[src/rtl/spi_pkg.sv]
package spi_pkg;
  localparam int unsigned BYTE_W = 8;
  localparam int unsigned EDGES  = 2 * BYTE_W;
  localparam int unsigned EDGE_W = $clog2(EDGES);

  localparam int unsigned C_RXIE = 7;
  localparam int unsigned C_RSVD = 6;
  localparam int unsigned C_MSTR = 5;
  localparam int unsigned C_CPOL = 4;
  localparam int unsigned C_CPHA = 3;
  localparam int unsigned C_WOM  = 2;
  localparam int unsigned C_EN   = 1;
  localparam int unsigned C_TXIE = 0;
  localparam logic [BYTE_W-1:0] CTRL_RST = 8'h28;

  localparam int unsigned S_RXF  = 7;
  localparam int unsigned S_MODF = 4;
  localparam int unsigned S_TXE  = 3;
  localparam int unsigned S_MFEN = 0;

  typedef enum logic [1:0] {A_CTRL = 2'd0, A_STAT = 2'd1, A_DATA = 2'd2} spi_addr_e;

  typedef struct packed {
    logic o;
    logic oe;
  } pin_drv_t;

  // slave-select belongs to the SPI for an enabled slave or a fault-guarded master
  function automatic logic ss_is_input(logic en, logic mstr, logic mfen);
    return en & (~mstr | mfen);
  endfunction

  // data is captured on the leading edge in phase 0, on the trailing edge in phase 1
  function automatic logic is_sample_edge(logic leading, logic cpha);
    return leading ^ cpha;
  endfunction

  // push-pull or open-drain drive of one serial pin
  function automatic pin_drv_t pin_drive(logic val, logic act, logic wom);
    pin_drv_t d;
    if (!act) begin
      d.o  = 1'b0;
      d.oe = 1'b0;
    end else if (wom) begin
      d.o  = 1'b0;
      d.oe = ~val;
    end else begin
      d.o  = val;
      d.oe = 1'b1;
    end
    return d;
  endfunction
endpackage

[src/rtl/spi_sync.sv]
module spi_sync #(
  parameter int unsigned WIDTH = 2,
  parameter int unsigned STAGES = 2,
  parameter logic [WIDTH-1:0] RST_VAL = '0
) (
  input  logic             clk,
  input  logic             rst_n,
  input  logic [WIDTH-1:0] d,
  output logic [WIDTH-1:0] q
);
  generate
    if (STAGES <= 1) begin : g_single
      always_ff @(posedge clk or negedge rst_n) begin
        if (!rst_n) q <= RST_VAL;
        else        q <= d;
      end
    end else begin : g_chain
      localparam int unsigned CW = STAGES * WIDTH;
      logic [CW-1:0] chain;
      always_ff @(posedge clk or negedge rst_n) begin
        if (!rst_n) chain <= {STAGES{RST_VAL}};
        else        chain <= {chain[CW-WIDTH-1:0], d};
      end
      assign q = chain[CW-1 -: WIDTH];
    end
  endgenerate
endmodule

[src/rtl/spi_regs.sv]
module spi_regs
  import spi_pkg::*;
(
  input  logic              clk,
  input  logic              rst_n,
  input  logic              bus_sel,
  input  logic              bus_wr,
  input  logic              bus_rd,
  input  logic [1:0]        bus_addr,
  input  logic [BYTE_W-1:0] bus_wdata,
  output logic [BYTE_W-1:0] bus_rdata,
  input  logic              load_p,
  input  logic              done_p,
  input  logic [BYTE_W-1:0] rx_byte,
  input  logic              modf_evt,
  output logic [BYTE_W-1:0] ctrl_q,
  output logic              mfen,
  output logic [BYTE_W-1:0] tx_buf,
  output logic              tx_empty,
  output logic              rx_full,
  output logic              modf
);
  localparam logic [BYTE_W-1:0] RSVD_MASK = BYTE_W'(1) << C_RSVD;

  logic wr_ctrl, wr_stat, wr_data, rd_stat, rd_data;
  logic [BYTE_W-1:0] ctrl_d, rx_buf, stat_v;
  logic armed;

  assign wr_ctrl = bus_sel & bus_wr & (bus_addr == A_CTRL);
  assign wr_stat = bus_sel & bus_wr & (bus_addr == A_STAT);
  assign wr_data = bus_sel & bus_wr & (bus_addr == A_DATA);
  assign rd_stat = bus_sel & bus_rd & (bus_addr == A_STAT);
  assign rd_data = bus_sel & bus_rd & (bus_addr == A_DATA);

  always_comb begin
    ctrl_d = wr_ctrl ? (bus_wdata & ~RSVD_MASK) : ctrl_q;
    if (modf_evt) ctrl_d[C_EN] = 1'b0;
  end

  always_ff @(posedge clk or negedge rst_n) begin
    if (!rst_n) begin
      ctrl_q <= CTRL_RST;
      mfen   <= 1'b0;
      modf   <= 1'b0;
    end else begin
      ctrl_q <= ctrl_d;
      if (wr_stat) mfen <= bus_wdata[S_MFEN];
      if (modf_evt) modf <= 1'b1;
      else if (wr_stat && bus_wdata[S_MODF]) modf <= 1'b0;
    end
  end

  always_ff @(posedge clk or negedge rst_n) begin
    if (!rst_n) begin
      tx_buf   <= '0;
      tx_empty <= 1'b1;
    end else if (wr_data) begin
      tx_buf   <= bus_wdata;
      tx_empty <= 1'b0;
    end else if (load_p) begin
      tx_empty <= 1'b1;
    end
  end

  always_ff @(posedge clk or negedge rst_n) begin
    if (!rst_n) begin
      rx_buf  <= '0;
      rx_full <= 1'b0;
      armed   <= 1'b0;
    end else if (done_p) begin
      rx_buf  <= rx_byte;
      rx_full <= 1'b1;
      armed   <= 1'b0;
    end else if (rd_data && armed) begin
      rx_full <= 1'b0;
      armed   <= 1'b0;
    end else if (rd_stat && rx_full) begin
      armed   <= 1'b1;
    end
  end

  always_comb begin
    stat_v         = '0;
    stat_v[S_RXF]  = rx_full;
    stat_v[S_MODF] = modf;
    stat_v[S_TXE]  = tx_empty;
    stat_v[S_MFEN] = mfen;
    case (bus_addr)
      A_CTRL:  bus_rdata = ctrl_q;
      A_STAT:  bus_rdata = stat_v;
      A_DATA:  bus_rdata = rx_buf;
      default: bus_rdata = '0;
    endcase
  end
endmodule

[src/rtl/spi_clkgen.sv]
module spi_clkgen #(
  parameter int unsigned HALF_DIV = 2
) (
  input  logic clk,
  input  logic rst_n,
  input  logic run,
  output logic tick
);
  localparam int unsigned CNT_W = $clog2(HALF_DIV + 1);
  localparam logic [CNT_W-1:0] CNT_TOP = CNT_W'(HALF_DIV - 1);

  logic [CNT_W-1:0] cnt;

  assign tick = run & (cnt == CNT_TOP);

  always_ff @(posedge clk or negedge rst_n) begin
    if (!rst_n)            cnt <= '0;
    else if (!run || tick) cnt <= '0;
    else                   cnt <= cnt + CNT_W'(1);
  end
endmodule

[src/rtl/spi_engine.sv]
module spi_engine
  import spi_pkg::*;
(
  input  logic              clk,
  input  logic              rst_n,
  input  logic              en,
  input  logic              mstr,
  input  logic              cpol,
  input  logic              cpha,
  input  logic [BYTE_W-1:0] tx_buf,
  input  logic              tx_pending,
  input  logic              tick,
  input  logic              sck_s,
  input  logic              ss_s,
  input  logic              miso_i,
  input  logic              mosi_i,
  input  logic              abort,
  output logic              busy,
  output logic              run,
  output logic              load_p,
  output logic              done_p,
  output logic [BYTE_W-1:0] rx_byte,
  output logic              sck_lvl,
  output logic              dout
);
  localparam logic [EDGE_W-1:0] LAST_EDGE = EDGE_W'(EDGES - 1);

  logic [EDGE_W-1:0] ecnt;
  logic [BYTE_W-1:0] tx_sr, rx_sr;
  logic phase, sck_prev, ss_prev;
  logic slave_start, mst_start, start, kill, edge_ev, leading, samp, shft, last, din;

  assign slave_start = en & ~mstr & ss_prev & ~ss_s;
  assign mst_start   = en & mstr & ~busy & tx_pending & ~abort;
  assign start       = mst_start | slave_start;
  assign kill        = abort | (busy & (~en | (~mstr & ss_s)));
  assign edge_ev     = busy & (mstr ? tick : (sck_s ^ sck_prev));
  assign leading     = ~ecnt[0];
  assign samp        = is_sample_edge(leading, cpha);
  assign shft        = ~samp & ~(cpha & (ecnt == '0));
  assign last        = (ecnt == LAST_EDGE);
  assign din         = mstr ? miso_i : mosi_i;
  assign rx_byte     = samp ? {rx_sr[BYTE_W-2:0], din} : rx_sr;

  assign load_p  = start & ~kill;
  assign done_p  = edge_ev & last & ~kill;
  assign run     = busy & mstr;
  assign sck_lvl = cpol ^ phase;
  assign dout    = tx_sr[BYTE_W-1];

  always_ff @(posedge clk or negedge rst_n) begin
    if (!rst_n) begin
      sck_prev <= 1'b0;
      ss_prev  <= 1'b1;
    end else begin
      sck_prev <= sck_s;
      ss_prev  <= ss_s;
    end
  end

  always_ff @(posedge clk or negedge rst_n) begin
    if (!rst_n) begin
      busy  <= 1'b0;
      ecnt  <= '0;
      tx_sr <= '0;
      rx_sr <= '0;
      phase <= 1'b0;
    end else if (kill) begin
      busy  <= 1'b0;
      phase <= 1'b0;
    end else if (start) begin
      busy  <= 1'b1;
      ecnt  <= '0;
      tx_sr <= tx_buf;
      phase <= 1'b0;
    end else if (edge_ev) begin
      ecnt  <= ecnt + EDGE_W'(1);
      rx_sr <= rx_byte;
      phase <= ~phase;
      if (shft) tx_sr <= {tx_sr[BYTE_W-2:0], 1'b0};
      if (last) busy <= 1'b0;
    end
  end
endmodule

[src/rtl/spi_ctrl.sv]
module spi_ctrl
  import spi_pkg::*;
#(
  parameter int unsigned HALF_DIV = 2,
  parameter int unsigned SYNC_STAGES = 2
) (
  input  logic        clk,
  input  logic        rst_n,
  input  logic        bus_sel,
  input  logic        bus_wr,
  input  logic        bus_rd,
  input  logic [1:0]  bus_addr,
  input  logic [7:0]  bus_wdata,
  output logic [7:0]  bus_rdata,
  input  logic        sck_i,
  output logic        sck_o,
  output logic        sck_oe,
  input  logic        mosi_i,
  output logic        mosi_o,
  output logic        mosi_oe,
  input  logic        miso_i,
  output logic        miso_o,
  output logic        miso_oe,
  input  logic        ss_n_i,
  output logic        ss_owned,
  output logic        irq_rx,
  output logic        irq_tx
);
  logic [BYTE_W-1:0] ctrl_q, tx_buf, rx_byte;
  logic mfen, tx_empty, rx_full, modf;
  logic ctrl_en, ctrl_mstr, ctrl_cpol, ctrl_cpha, ctrl_wom;
  logic [1:0] syn_q;
  logic ss_s, sck_s, modf_evt, master_act, slave_sel;
  logic busy, run, tick, load_p, done_p, sck_lvl, dout;
  pin_drv_t sck_d, mosi_d, miso_d;

  assign ctrl_en   = ctrl_q[C_EN];
  assign ctrl_mstr = ctrl_q[C_MSTR];
  assign ctrl_cpol = ctrl_q[C_CPOL];
  assign ctrl_cpha = ctrl_q[C_CPHA];
  assign ctrl_wom  = ctrl_q[C_WOM];

  spi_sync #(.WIDTH(2), .STAGES(SYNC_STAGES), .RST_VAL(2'b10)) i_sync (
    .clk(clk), .rst_n(rst_n), .d({ss_n_i, sck_i}), .q(syn_q)
  );
  assign ss_s  = syn_q[1];
  assign sck_s = syn_q[0];

  assign ss_owned   = ss_is_input(ctrl_en, ctrl_mstr, mfen);
  assign modf_evt   = ss_owned & ctrl_mstr & ~ss_s;
  assign master_act = ctrl_en & ctrl_mstr;
  assign slave_sel  = ctrl_en & ~ctrl_mstr & ~ss_s;

  spi_regs i_regs (
    .clk(clk), .rst_n(rst_n),
    .bus_sel(bus_sel), .bus_wr(bus_wr), .bus_rd(bus_rd), .bus_addr(bus_addr),
    .bus_wdata(bus_wdata), .bus_rdata(bus_rdata),
    .load_p(load_p), .done_p(done_p), .rx_byte(rx_byte), .modf_evt(modf_evt),
    .ctrl_q(ctrl_q), .mfen(mfen), .tx_buf(tx_buf), .tx_empty(tx_empty),
    .rx_full(rx_full), .modf(modf)
  );

  spi_clkgen #(.HALF_DIV(HALF_DIV)) i_clkgen (
    .clk(clk), .rst_n(rst_n), .run(run), .tick(tick)
  );

  spi_engine i_engine (
    .clk(clk), .rst_n(rst_n),
    .en(ctrl_en), .mstr(ctrl_mstr), .cpol(ctrl_cpol), .cpha(ctrl_cpha),
    .tx_buf(tx_buf), .tx_pending(~tx_empty), .tick(tick),
    .sck_s(sck_s), .ss_s(ss_s), .miso_i(miso_i), .mosi_i(mosi_i), .abort(modf_evt),
    .busy(busy), .run(run), .load_p(load_p), .done_p(done_p), .rx_byte(rx_byte),
    .sck_lvl(sck_lvl), .dout(dout)
  );

  assign sck_d  = pin_drive(sck_lvl, master_act, ctrl_wom);
  assign mosi_d = pin_drive(dout, master_act, ctrl_wom);
  assign miso_d = pin_drive(dout, slave_sel, ctrl_wom);

  assign sck_o   = sck_d.o;
  assign sck_oe  = sck_d.oe;
  assign mosi_o  = mosi_d.o;
  assign mosi_oe = mosi_d.oe;
  assign miso_o  = miso_d.o;
  assign miso_oe = miso_d.oe;

  assign irq_rx = rx_full & ctrl_q[C_RXIE];
  assign irq_tx = tx_empty & ctrl_q[C_TXIE];
endmodule

[config.mk]
export PLATFORM = sky130hd
export DESIGN_NAME = spi_ctrl
export DESIGN_NICKNAME = d
export VERILOG_FILES = /design/src/rtl/spi_pkg.sv /design/src/rtl/spi_sync.sv /design/src/rtl/spi_regs.sv /design/src/rtl/spi_clkgen.sv /design/src/rtl/spi_engine.sv /design/src/rtl/spi_ctrl.sv
export SDC_FILE = /design/constraint.sdc
export NUM_CORES = 1
export LEC_CHECK = 0
export BUFFER_PORTS_ARGS = -buffer_cell sky130_fd_sc_hd__buf_2
export CAP_MARGIN = 10
export CORE_AREA = 2 2 74 76
export CTS_CLUSTER_DIAMETER = 40
export CTS_CLUSTER_SIZE = 8
export DETAILED_ROUTE_END_ITERATION = 12
export DIE_AREA = 0 0 76 78
export MAX_ROUTING_LAYER = met4
export PLACE_DENSITY = 0.83
export RECOVER_POWER = 50
export SYNTH_ARGS = -nofsm -noshare
export SYNTH_HDL_FRONTEND = slang
export SYNTH_HIERARCHICAL = 1
export SYNTH_SLANG_ARGS = --single-unit
[constraint.sdc]
create_clock -name clk -period 2.65 [get_ports clk]
set_clock_uncertainty 0.2 [all_clocks]
set_input_delay 0.3975 -clock clk [delete_from_list [all_inputs] [get_ports clk]]
set_output_delay 0.3975 -clock clk [all_outputs]
set_load 0.02 [all_outputs]
* After elaboration in Yosys (flattened, before gate mapping)
Cells that the tools add are included.
Cells by class: add/subtract/negate cells 2, equality and inequality tests 4, multiplexer cells 33, bitwise logic cells 51, reductions and logical operators 20
Operators by type and width (number):
- two-way mux 8 bit | 4
- bitwise AND 1 bit | 30
- case mux 8 bit (3 select lines) | 1
- two-way mux 1 bit | 19
- two-way mux 2 bit | 7
- inverter 1 bit | 14
- nonzero test 2 bit | 6
- nonzero test 3 bit | 3
- two-way mux 4 bit | 2
- AND reduction 3 bit | 2
- adder 4 x 1 -> 4 bit, second input constant | 1
- == test 2 x 1 -> 1 bit, second input constant | 2
- == test 4 bit, second input constant | 1
- logical NOT 4 bit | 1
- bitwise OR 1 bit | 4
- AND reduction 2 bit | 2
- logical AND 1 bit | 3
- XOR 1 bit | 3
- adder 2 x 1 -> 2 bit, second input constant | 1
- == test 2 bit, second input constant | 1
- logical NOT 2 bit | 1
- logical NOT 1 bit | 1
- logical OR 1 bit | 1
Word-level totals: register bits 58, input port bits 19, output and inout bits 17, logic and storage cells 128

* Longest topological paths before layout
Gate-level depths: netlist of run 1.
word-level depth 11, mapped depth 11, depth with buffers taken out 9

* Hierarchy
Netlist of run 1, hierarchy kept.
By module, submodules not included:
- spi_engine | instances 1, cells each 120, area an instance 1325.0 um2, sequential area each 601.8 um2
- spi_regs | instances 1, cells each 91, area an instance 1295.0 um2, sequential area each 704.4 um2
- spi_sync | instances 1, cells each 6, area an instance 117.6 um2, sequential area each 102.6 um2
- spi_clkgen | instances 1, cells each 7, area an instance 97.6 um2, sequential area each 50.0 um2
- spi_ctrl | instances 1, cells each 15, area an instance 86.3 um2, sequential area each 0.0 um2

* Worst setup path before layout of run 1
OpenSTA, ideal clock, no wires.
path type reg-to-reg, start reg i_regs.ctrl_q[5], end reg i_engine.rx_sr[0], library setup time 125 ps, arrival 2005 ps, data required time 2325 ps, path slack 320 ps, cell stages (with the launch flop) 7, buffers on the path 1, clock period less this slack 2330 ps, cells stage by stage dfstp_2 > and4b_1 > and4bb_2 > o21a_1 > nor3b_1 > buf_2 > mux2_2
On the way: longest elaborated chain between the ends 10, elaborated cells on any way between the ends 27, classes of those cells 3 x mux; 23 x bitwise; 1 x reduce/logical
Ends and longest elaborated chain:
- start: declaration | line spi_regs.sv:16 | output logic [BYTE_W-1:0] ctrl_q,
- start signal: assignment | line spi_regs.sv:46 | ctrl_q <= ctrl_d;
- inverter 1 bit | line spi_pkg.sv:30 | return en & (~mstr | mfen);
- bitwise OR 1 bit | line spi_pkg.sv:30
- bitwise AND 1 bit | line spi_pkg.sv:30
- bitwise AND 1 bit * (2 in a row) | line spi_ctrl.sv:50 | assign modf_evt = ss_owned & ctrl_mstr & ~ss_s;
- via modf_evt | line spi_ctrl.sv:33 | logic ss_s, sck_s, modf_evt, master_act, slave_sel;
- inverter 1 bit | line spi_engine.sv:34 | assign mst_start = en & mstr & ~busy & tx_pending & ~abort;
- bitwise AND 1 bit | line spi_engine.sv:34
- bitwise OR 1 bit | line spi_engine.sv:35 | assign start = mst_start | slave_start;
- inverter 1 bit (no line)
- AND reduction 3 bit (no line) *
- end signal: assignment | line spi_engine.sv:78 | rx_sr <= rx_byte;
- end: declaration | line spi_engine.sv:29 | logic [BYTE_W-1:0] tx_sr, rx_sr;
The timed path passes the listed nets; every way through them passes the cells marked *. A chain may end at the register's enable or synchronous reset.

* Final worst setup path of run 1
start reg i_regs.ctrl_q[5], end reg i_engine.tx_sr[1]
On the way: longest elaborated chain between the ends 10, elaborated cells on any way between the ends 27, classes of those cells 2 x mux; 22 x bitwise; 3 x reduce/logical
Ends and longest elaborated chain:
- inverter 1 bit | line spi_pkg.sv:30
- bitwise OR 1 bit | line spi_pkg.sv:30
- bitwise AND 1 bit | line spi_pkg.sv:30
- bitwise AND 1 bit * (2 in a row) | line spi_ctrl.sv:50
- via modf_evt | line spi_ctrl.sv:33
- inverter 1 bit | line spi_engine.sv:34
- bitwise AND 1 bit | line spi_engine.sv:34
- bitwise OR 1 bit | line spi_engine.sv:35
- nonzero test 2 bit (no line)
- AND reduction 3 bit (no line)
- end signal: assignment | line spi_engine.sv:74 | tx_sr <= tx_buf;
- end signal: assignment | line spi_engine.sv:80 | if (shft) tx_sr <= {tx_sr[BYTE_W-2:0], 1'b0};
- end: declaration | line spi_engine.sv:29
Marks and branches as above.

==> results.tsv, run 1 <==
stage	metric	value	unit
run_status	status	finished, final reports clean	
route	final wirelength	5.91	mm
worst_hold_path	WHS Endpoint	i_regs/rx_full	
timing	Hold Slack	61.1	ps
setup_path	RR Endpoint	i_engine/tx_sr[1]	
setup_path	Reg2Reg Setup Slack	150	ps
floorplan	IO Count	36	
route	Post-route DRC	0	
setup_path	Reg-to-Reg Start	i_regs/ctrl_q[5]	
clock_network	clock buffer count from CTS	9	
route	Vias	1972	
floorplan	Die Height	78	um
setup_path	CP required	2670	ps
setup_path	Startpoint Class	register	
clock_network	post-CTS resize count	0	
timing	Final Hold Viols	0	
floorplan	area of the core	0.00504	mm2
clock_network	CTS Sinks	58	
power	Pint	2.03	mW
worst_hold_path	Hold Crit Class	in -> reg	
timing	Rel. slew slack	6.38	%
power	Power Density	906	mW/mm2
power	Leak	1.66	nW
timing	Slew @ Worst Pin	1400	ps
route	wire length per cell	16.5	um
setup_path	worst reg-to-reg path cell count	6	
floorplan	Starting Density	57.7	%
setup_path	Worst EP arrival	2520	ps
placed_design	Port Buf Inserts	35	
power	P_sw	1.01	mW
power	Switching Fraction	33.2	%
timing	Final Slew Violations	0	
layout	cell area after layout	0.00335	mm2
route	DRT iter0 DRCs	110	
timing	FMAX	400	MHz
clock_network	TritonCTS clock tree	yes	
grt	initial antenna violation count	0	
timing	RSZ-0062 raised after global routing	false	
worst_hold_path	Min-Delay Path Depth	2	
job	max capacitance violation total	0	
grt	total grt overflow	0	
logic_synthesis	gate count of the mapped netlist	237	
timing	Final Cycle Share	94.3	%
power	Reg power frac	43.1	%
timing	Final setup viols	0	
power	clock power share	23.5	%
floorplan	die area	0.00593	mm2
route	drt first pass iters	4	
route	Vias/cell	5.51	
logic_synthesis	Mean Syn Cell Area	12.3	um2
logic_synthesis	Syn. warnings	6	
grt	largest net degree at the start of global routing	59	
layout	Area Growth Syn to Fin	15.0	%
setup_path	crit path max fanout	8	
setup_path	Worst setup EP type	register	
timing	setup_tns	0	ps
power	VDD IR-drop max	0.571	mV
logic_synthesis	Mapped Area	0.00291	mm2
clock_network	root buffer cell	clkbuf_8	
layout	share of cells above drive strength 1	38.5	%
setup_path	Setup CP Type	reg -> reg	
floorplan	row count	26	
route	Routed Antenna Nets	0	
timing	fin crit period	2500	ps
clock_network	clock transition at the registers of the reported paths	60	ps
layout	# diodes	0	
placed_design	GPL Wtd Cong	0.909	
grt	GRT Overall Usage	22.9	%
clock_network	cts-stage hold buffer count	3	
grt	number of global-route vias before repair	2060	
placed_design	placed instance area	0.00316	mm2
grt	first-pass GRT wire length	10.1	mm
power	Gate power share	33.3	%
clock_network	post-CTS setup buffers	0	
clock_network	CTS H-tree lvls	3	
placed_design	Final HPWL DP	3.90	mm
layout	final-stage net count	305	
floorplan	Die W	76	um
logic_synthesis	Syn Nets	259	
clock_network	Worst-Skew Late Latency	340	ps
worst_hold_path	Hold Startpoint	bus_rd	
clock_network	clk buf depth	2	
-- through the flow --
step / instances / worst slack (ps) / power [mW] / utilization [%]
final: 358 / 150 / 3.03 / 66.4
after global routing: 358 / 57.9 / 3.21 / 66.4
after CTS: 358 / 176 / 3.04 / 66.7
after detailed placement: 339 / 206 / 2.32 / 62.8
after global placement: 339 / 253 / 2.28 / 62.8
after floorplan: 237 / 320 / 2.03 / -
-- routing by layer --
layer / track usage [%] / vias up / wire length (um)
met3: 4.42 / 12 / 216
met2: 35.8 / 35 / 2930
li1: - / 928 / -
met5: - / - / 0
met4: 11.8 / 0 / 123
met1: 28.6 / 997 / 2640
-- power by group through the flow --
stage	Sequential, mW	Combinational [mW]	Clock, mW
2_1_floorplan	1.26	0.776	0
3_3_place_gp	1.31	0.971	0
3_5_place_dp	1.32	0.999	0
4_1_cts	1.31	1.02	0.718
5_1_grt	1.34	1.12	0.755
6_report	1.31	1.01	0.714
-- state kept, by name, summed over array words and instances, names as in the netlist, 2 cells and up --
name and count:
i_engine/rx_sr 8, i_regs/rx_buf 8, i_engine/ecnt 4, i_sync/g_chain.chain 4, i_regs/ctrl_q 7, i_engine/tx_sr 8, i_clkgen/cnt 2, i_regs/tx_buf 8
-- worst max-delay path: stages (launching register included) --
cell	delay (ps)
dfstp_2	590
and4b_1	220
and4bb_2	240
o21a_1	240
a21oi_1	130
or2_1	430
mux2_4	340
-- cell usage in the layout (no fill, tap or decap), types with 8 or more instances in the layout --
master    instances
dfrtp_1          52
buf_2            34
mux2_2           33
nand2_1          24
mux2_4           13
nor2_1           12
clkbuf_8         11
mux2i_1           9
inv_1             8
buf_4             8
-- worst max-delay path by stage --
stage                              endpoint  depth (start not counted)             start
after floorplan           i_engine/rx_sr[0]                          6  i_regs/ctrl_q[5]
after global placement    i_engine/tx_sr[6]                          6  i_regs/ctrl_q[5]
after detailed placement  i_engine/tx_sr[4]                          6  i_regs/ctrl_q[5]
after CTS                 i_engine/tx_sr[1]                          6  i_regs/ctrl_q[5]
after global routing      i_engine/tx_sr[6]                          6  i_regs/ctrl_q[5]
final                     i_engine/tx_sr[1]                          6  i_regs/ctrl_q[5]
-- area by class of cell --
| type | instances | area [um2] |
|---|---|---|
| clock buffer | 16 | 170 |
| fill | 372 | 1690 |
| inverter | 8 | 30.0 |
| multi-input combinational | 159 | 1330 |
| sequential | 58 | 1460 |
| tap | 70 | 87.6 |
| timing repair buffer | 47 | 269 |
No activity file was read; power rests on OpenSTA's default activity.
==> run 2: changes to the inputs <==
CORE_AREA = 2 2 78 80   (was 2 2 74 76)
DIE_AREA = 0 0 80 82   (was 0 0 76 78)
PLACE_DENSITY = 0.79   (was 0.83)
clock period = 2.17 ns   (was 2.65 ns; I/O delays follow)
==> run 2 against run 1 <==
The run now ends with negative setup slack left. Final area is 8.1% higher. Non-clock buffer count is 20 higher. Total power is 34% higher. Combinational power is 48% higher. Worst setup slack worse by 240 ps. Register-to-register slack worse by 240 ps. Critical path type unchanged. Critical endpoint is now i_engine/rx_sr[0]. Largest cell class unchanged.
==> results.tsv, run 2 (synthesis gave the netlist of run 1 again) <==
stage	metric	value	unit	change
timing	fin crit period	2260	ps	was 2500 ps
timing	PnR worst setup slack	-94.8	ps	was 150 ps
floorplan	Die Height	82	um	was 78 um
timing	FMAX	442	MHz	was 400 MHz
timing	Final Slew Violations	0		unchanged
setup_path	crit path max fanout	9		was 8
layout	# diodes	0		unchanged
setup_path	Worst EP arrival	2280	ps	was 2520 ps
setup_path	Setup CP Type	reg -> reg		unchanged
timing	Slew @ Worst Pin	785	ps	was 1400 ps
clock_network	TritonCTS clock tree	yes		unchanged
job	max capacitance violation total	0		unchanged
route	drt first pass iters	4		unchanged
route	wire length per cell	16.0	um	was 16.5 um
timing	RSZ-0062 raised after global routing	true		was false
setup_path	RR Endpoint	i_engine/rx_sr[0]		was i_engine/tx_sr[1]
layout	most frequent cells in the layout	52 x dfrtp_1, 35 x buf_2, 25 x buf_4, 25 x mux2_2, 22 x nand2_1		was 52 x dfrtp_1, 34 x buf_2, 33 x mux2_2
clock_network	Worst-Skew Late Latency	340	ps	about the same
setup_path	Reg-to-Reg Start	i_regs/ctrl_q[5]		unchanged
route	Vias/cell	5.24		was 5.51
floorplan	Die W	80	um	was 76 um
setup_path	worst reg-to-reg path cell count	6		unchanged
clock_network	CTS Sinks	58		unchanged
floorplan	IO Count	36		unchanged
route	DRT iter0 DRCs	112		was 110
clock_network	CTS H-tree lvls	3		unchanged
setup_path	crit path to	i_engine/rx_sr[0]		was i_engine/tx_sr[1]
grt	initial antenna violation count	0		unchanged
setup_path	Reg2Reg Setup Slack	-90	ps	was 150 ps
placed_design	GPL Wtd Cong	0.830		was 0.909
power	Power Density	1120	mW/mm2	was 906 mW/mm2
placed_design	placed instance area	0.00333	mm2	was 0.00316 mm2
route	final wirelength	6.10	mm	was 5.91 mm
timing	Hold Slack	23.3	ps	was 61.1 ps
setup_path	Startpoint Class	register		unchanged
clock_network	clock transition at the registers of the reported paths	60	ps	about the same
placed_design	Final HPWL DP	4.23	mm	was 3.90 mm
layout	share of cells above drive strength 1	46.6	%	was 38.5%
layout	final-stage net count	325		was 305
floorplan	Starting Density	50.7	%	was 57.7%
grt	first-pass GRT wire length	9.67	mm	was 10.1 mm
clock_network	clk buf depth	2		unchanged
floorplan	area of the core	0.00575	mm2	was 0.00504 mm2
floorplan	die area	0.00656	mm2	was 0.00593 mm2
run_status	failing checks	negative setup slack		
timing	Final Cycle Share	104	%	was 94.3%
floorplan	row count	28		was 26
layout	cell area after layout	0.00362	mm2	was 0.00335 mm2
timing	Rel. slew slack	47.7	%	was 6.38%
power	VDD IR-drop max	0.591	mV	was 0.571 mV
route	Vias	2003		was 1972
grt	total grt overflow	0		unchanged
setup_path	CP required	2190	ps	was 2670 ps
placed_design	Port Buf Inserts	35		unchanged
route	Routed Antenna Nets	0		unchanged
clock_network	clock buffer count from CTS	9		unchanged
clock_network	root buffer cell	clkbuf_8		unchanged
grt	largest net degree at the start of global routing	59		unchanged
power	Leak	1.81	nW	was 1.66 nW
timing	Final setup viols	24		was 0
setup_path	Critical Path Source	i_regs/ctrl_q[5]		unchanged
layout	Area Growth Syn to Fin	24.3	%	was 15.0%
run_status	status	complete, but fails checks		was finished, final reports clean
grt	number of global-route vias before repair	1951		was 2060
layout	commonest non-fill, non-tap cell in the layout	dfrtp_1		unchanged
timing	Final Hold Viols	0		unchanged
grt	GRT Overall Usage	20.6	%	was 22.9%
route	Post-route DRC	0		unchanged
worst_hold_path	Hold Crit Class	in -> reg		unchanged
setup_path	Worst setup EP type	register		unchanged
[run 2: stage by stage]
step           util, %  cells  power, mW  TNS, ps  setup WS (ps)
6_report          63.0    382       4.06    -1030          -94.8
5_1_grt           63.0    382       4.28    -2890           -148
4_1_cts           62.4    380       4.06    -1360          -97.5
3_5_place_dp      57.9    360       3.02    -2850           -259
3_3_place_gp      57.9    360       2.96    -1970           -164
2_1_floorplan        -    237       2.54    -2290           -104
[run 2: worst max-delay path, cell delays in order, from the launching register on]
cell	delay, ps
dfstp_2	550
and4b_1	210
and4bb_2	250
o21a_4	210
nor3b_2	210
buf_6	200
mux2_4	310
[run 2: routing by layer]
metal  vias up  track usage, %  share of wire (%)
met5         -               -                  0
met4         0            10.2                1.9
met3        12            3.63                3.3
met2        33            31.6                 49
met1       986            26.7                 46
li1        972               -                  -
[run 2: worst min-delay path by stage]
stage	from	to	slack [ps]	depth (start not counted)
after floorplan	rst_n	i_clkgen/cnt[0]	-170	0
after CTS	bus_wdata[6]	i_regs/tx_buf[6]	9	2
after global placement	i_sync/g_chain.chain[0]	i_sync/g_chain.chain[2]	140	0
after detailed placement	rst_n	i_engine/phase	150	2
final	bus_wdata[6]	i_regs/tx_buf[6]	20	2
after global routing	bus_wdata[6]	i_regs/tx_buf[6]	20	2
[run 2: layout make-up]
class	instances	area [um2]
timing repair buffer	67	433
clock buffer	12	155
multi-input combinational	159	1410
sequential	58	1460
inverter	8	30.0
fill	463	2130
clock inverter	3	40.0
tap	75	93.8
[run 2: power breakdown]
group / switching (mW) / leakage, nW / internal, mW
combinational: 0.684 / 0.975 / 0.810
clock: 0.416 / 0.102 / 0.583
sequential: 0.209 / 0.732 / 1.36
total: 1.31 / 1.81 / 2.75
[run 2: repair_timing]
item	4_1_cts	5_1_grt
setup buffers	1	3
hold endpoints to repair	55	0
setup endpoints to repair	28	29
pin swaps	3	2
hold buffers	4	0
gates resized for setup	5	7
==> run 3: changes to the inputs <==
CORE_AREA = 2 2 71 89   (was 2 2 78 80)
DIE_AREA = 0 0 73 91   (was 0 0 80 82)
PLACE_DENSITY = 0.78   (was 0.79)
==> run 3 against run 2 <==
The run still ends with negative setup slack left. Flip-flop and latch count is the same. Critical path type unchanged. Register-to-register slack worse by 20 ps. Final area is 2.4% higher. First-iteration DRC count is 14% higher. Sequential power barely moved. Global-route usage up 0.41 points. Critical endpoint is now i_engine/rx_sr[2]. Clock power shrank 1%. Worst setup slack lost 16 ps. Non-clock buffer count increased by 7. Wire length up 3.1%.
==> results.tsv, run 3 (synthesis gave the netlist of run 1 again) <==
stage	metric	value	unit	change
placed_design	Final HPWL DP	4.41	mm	was 4.23 mm
setup_path	Slowest-stage cell, CP	dfstp_2		unchanged
timing	Final Hold Viols	0		unchanged
power	total power	4.14	mW	was 4.06 mW
layout	cell area after layout	0.00370	mm2	was 0.00362 mm2
setup_path	Worst setup EP type	register		unchanged
grt	first-pass GRT wire length	10.4	mm	was 9.67 mm
placed_design	placed instance area	0.00334	mm2	was 0.00333 mm2
grt	initial antenna violation count	0		unchanged
route	final wirelength	6.30	mm	was 6.10 mm
floorplan	die area	0.00664	mm2	was 0.00656 mm2
floorplan	area of the core	0.00578	mm2	was 0.00575 mm2
floorplan	Starting Density	50.4	%	was 50.7%
layout	final-stage net count	332		was 325
clock_network	CTS H-tree lvls	3		unchanged
floorplan	Die W	73	um	was 80 um
route	Routed Antenna Nets	0		unchanged
setup_path	CP required	2190	ps	about the same
layout	Area Growth Syn to Fin	27.3	%	was 24.3%
layout	share of cells above drive strength 1	47.6	%	was 46.6%
grt	largest net degree at the start of global routing	41		was 59
clock_network	root buffer cell	clkbuf_8		unchanged
timing	Slew @ Worst Pin	999	ps	was 785 ps
floorplan	Die Height	91	um	was 82 um
grt	number of global-route vias before repair	2133		was 1951
timing	Final Cycle Share	105	%	was 104%
power	VDD IR-drop max	0.779	mV	was 0.591 mV
timing	Final Slew Violations	0		unchanged
clock_network	clock transition at the registers of the reported paths	60	ps	about the same
layout	most frequent cells in the layout	52 x dfrtp_1, 32 x buf_4, 31 x buf_2		was 52 x dfrtp_1, 35 x buf_2, 25 x buf_4, 25 x mux2_2, 22 x nand2_1
timing	RSZ-0062 raised after global routing	true		unchanged
placed_design	Placed Instances	354		was 360
setup_path	critical path's largest stage delay	540	ps	was 550 ps
layout	fillers	426		was 463
timing	FMAX	438	MHz	was 442 MHz
timing	PnR worst setup slack	-111	ps	was -94.8 ps
timing	fin crit period	2280	ps	was 2260 ps
setup_path	crit path max fanout	4		was 9
setup_path	Worst EP arrival	2300	ps	was 2280 ps
timing	Rel. slew slack	33.4	%	was 47.7%
run_status	status	complete, but fails checks		unchanged
power	Power Density	1120	mW/mm2	about the same
placed_design	Port Buf Inserts	35		unchanged
setup_path	Setup CP Type	reg -> reg		unchanged
placed_design	GPL Wtd Cong	0.883		was 0.830
layout	# diodes	0		unchanged
floorplan	row count	31		was 28
clock_network	CTS Sinks	58		unchanged
route	Vias	2080		was 2003
route	DRT iter0 DRCs	128		was 112
route	Vias/cell	5.46		was 5.24
clock_network	clk buf depth	2		unchanged
clock_network	TritonCTS clock tree	yes		unchanged
setup_path	critical-path cell list	and4b_1 -> and4bb_2 -> o21a_4 -> nor3b_4 -> buf_4 -> mux2_4		was and4b_1 -> and4bb_2 -> o21a_4 -> nor3b_2 -> buf_6 -> mux2_4
route	wire length per cell	16.5	um	was 16.0 um
setup_path	Startpoint Class	register		unchanged
clock_network	Worst-Skew Late Latency	330	ps	was 340 ps
layout	fin cells	381		was 382
layout	post-layout util	64.1	%	was 63.0%
clock_network	clock buffer count from CTS	9		unchanged
run_status	failing checks	negative setup slack		unchanged
layout	commonest non-fill, non-tap cell in the layout	dfrtp_1		unchanged
timing	Final setup viols	25		was 24
worst_hold_path	Hold Crit Class	in -> reg		unchanged
power	Leak	1.83	nW	was 1.81 nW
grt	GRT Overall Usage	21.0	%	was 20.6%
job	max capacitance violation total	0		unchanged
grt	total grt overflow	0		unchanged
floorplan	IO Count	36		unchanged
timing	Hold Slack	27.5	ps	was 23.3 ps
route	drt first pass iters	4		unchanged
route	Post-route DRC	0		unchanged
==> run 3: cell count changes in the layout (fill, tap and decap cells not counted), sizes merged <==
cell,before,now
clkinv,2,1
buf,62,68
clkbuf,13,16
==> run 3: critical path, delay by kind of cell (launching register included) <==
family                 cells  cell delay, ps
muxes                      1             300
and+or+nand+nor            3             720
buffers and inverters      1             190
AOI/OAI and AO/OA          1             220
DFF                        1             540
==> run 3: area by class of cell <==
cell class | count | area, um2 | share of cell area [%]
clock inverter | 2 | 35.0 | 0.946
clock buffer | 14 | 163 | 4.39
tap | 66 | 82.6 | 2.23
sequential | 58 | 1460 | 39.4
inverter | 8 | 30.0 | 0.811
multi-input combinational | 159 | 1440 | 38.8
timing repair buffer | 74 | 499 | 13.5
==> run 3: layer usage <==
metal | up-vias | GRT usage [%] | share of wire (%)
met5 | - | - | 0
met4 | 0 | 4.48 | 0.87
met3 | 6 | 5.33 | 3.5
met2 | 40 | 32.4 | 51
met1 | 1050 | 28.1 | 45
li1 | 984 | - | -
==> run 3: worst paths after layout <==
path | endpoint | start | depth (start not counted) | slack [ps]
worst max-delay path | i_engine/rx_sr[2] | i_regs/ctrl_q[5] | 6 | -110
worst min-delay path | i_regs/ctrl_q[7] | bus_wdata[7] | 2 | 30
worst max register to register | i_engine/rx_sr[2] | i_regs/ctrl_q[5] | 6 | -110
worst min register to register | i_sync/g_chain.chain[2] | i_sync/g_chain.chain[0] | 0 | 150
max in group asynchronous | i_regs/tx_empty | rst_n | 3 | 180
min in group asynchronous | i_clkgen/cnt[1] | rst_n | 2 | 500
==> run 3: what timing repair did <==
action | 4_1_cts | 5_1_grt
gates resized for setup | 10 | 16
gates cloned | 0 | 1
pin swaps | 6 | 4
hold buffers | 4 | 0
endpoints found under the hold margin | 17 | 0
endpoints found under the setup margin | 26 | 32
buffers inserted | 3 | 3
==> run 3: metrics by stage <==
stage / TNS [ps] / setup slack [ps]
floorplan: -2290 / -104
global placement: -2170 / -166
detailed placement: -3330 / -229
CTS: -868 / -100
global route: -5980 / -158
finish: -1400 / -111
==> run 3: power by group <==
part,switching [mW],internal [mW]
Combinational,0.716,0.868
Clock,0.396,0.593
Sequential,0.205,1.36
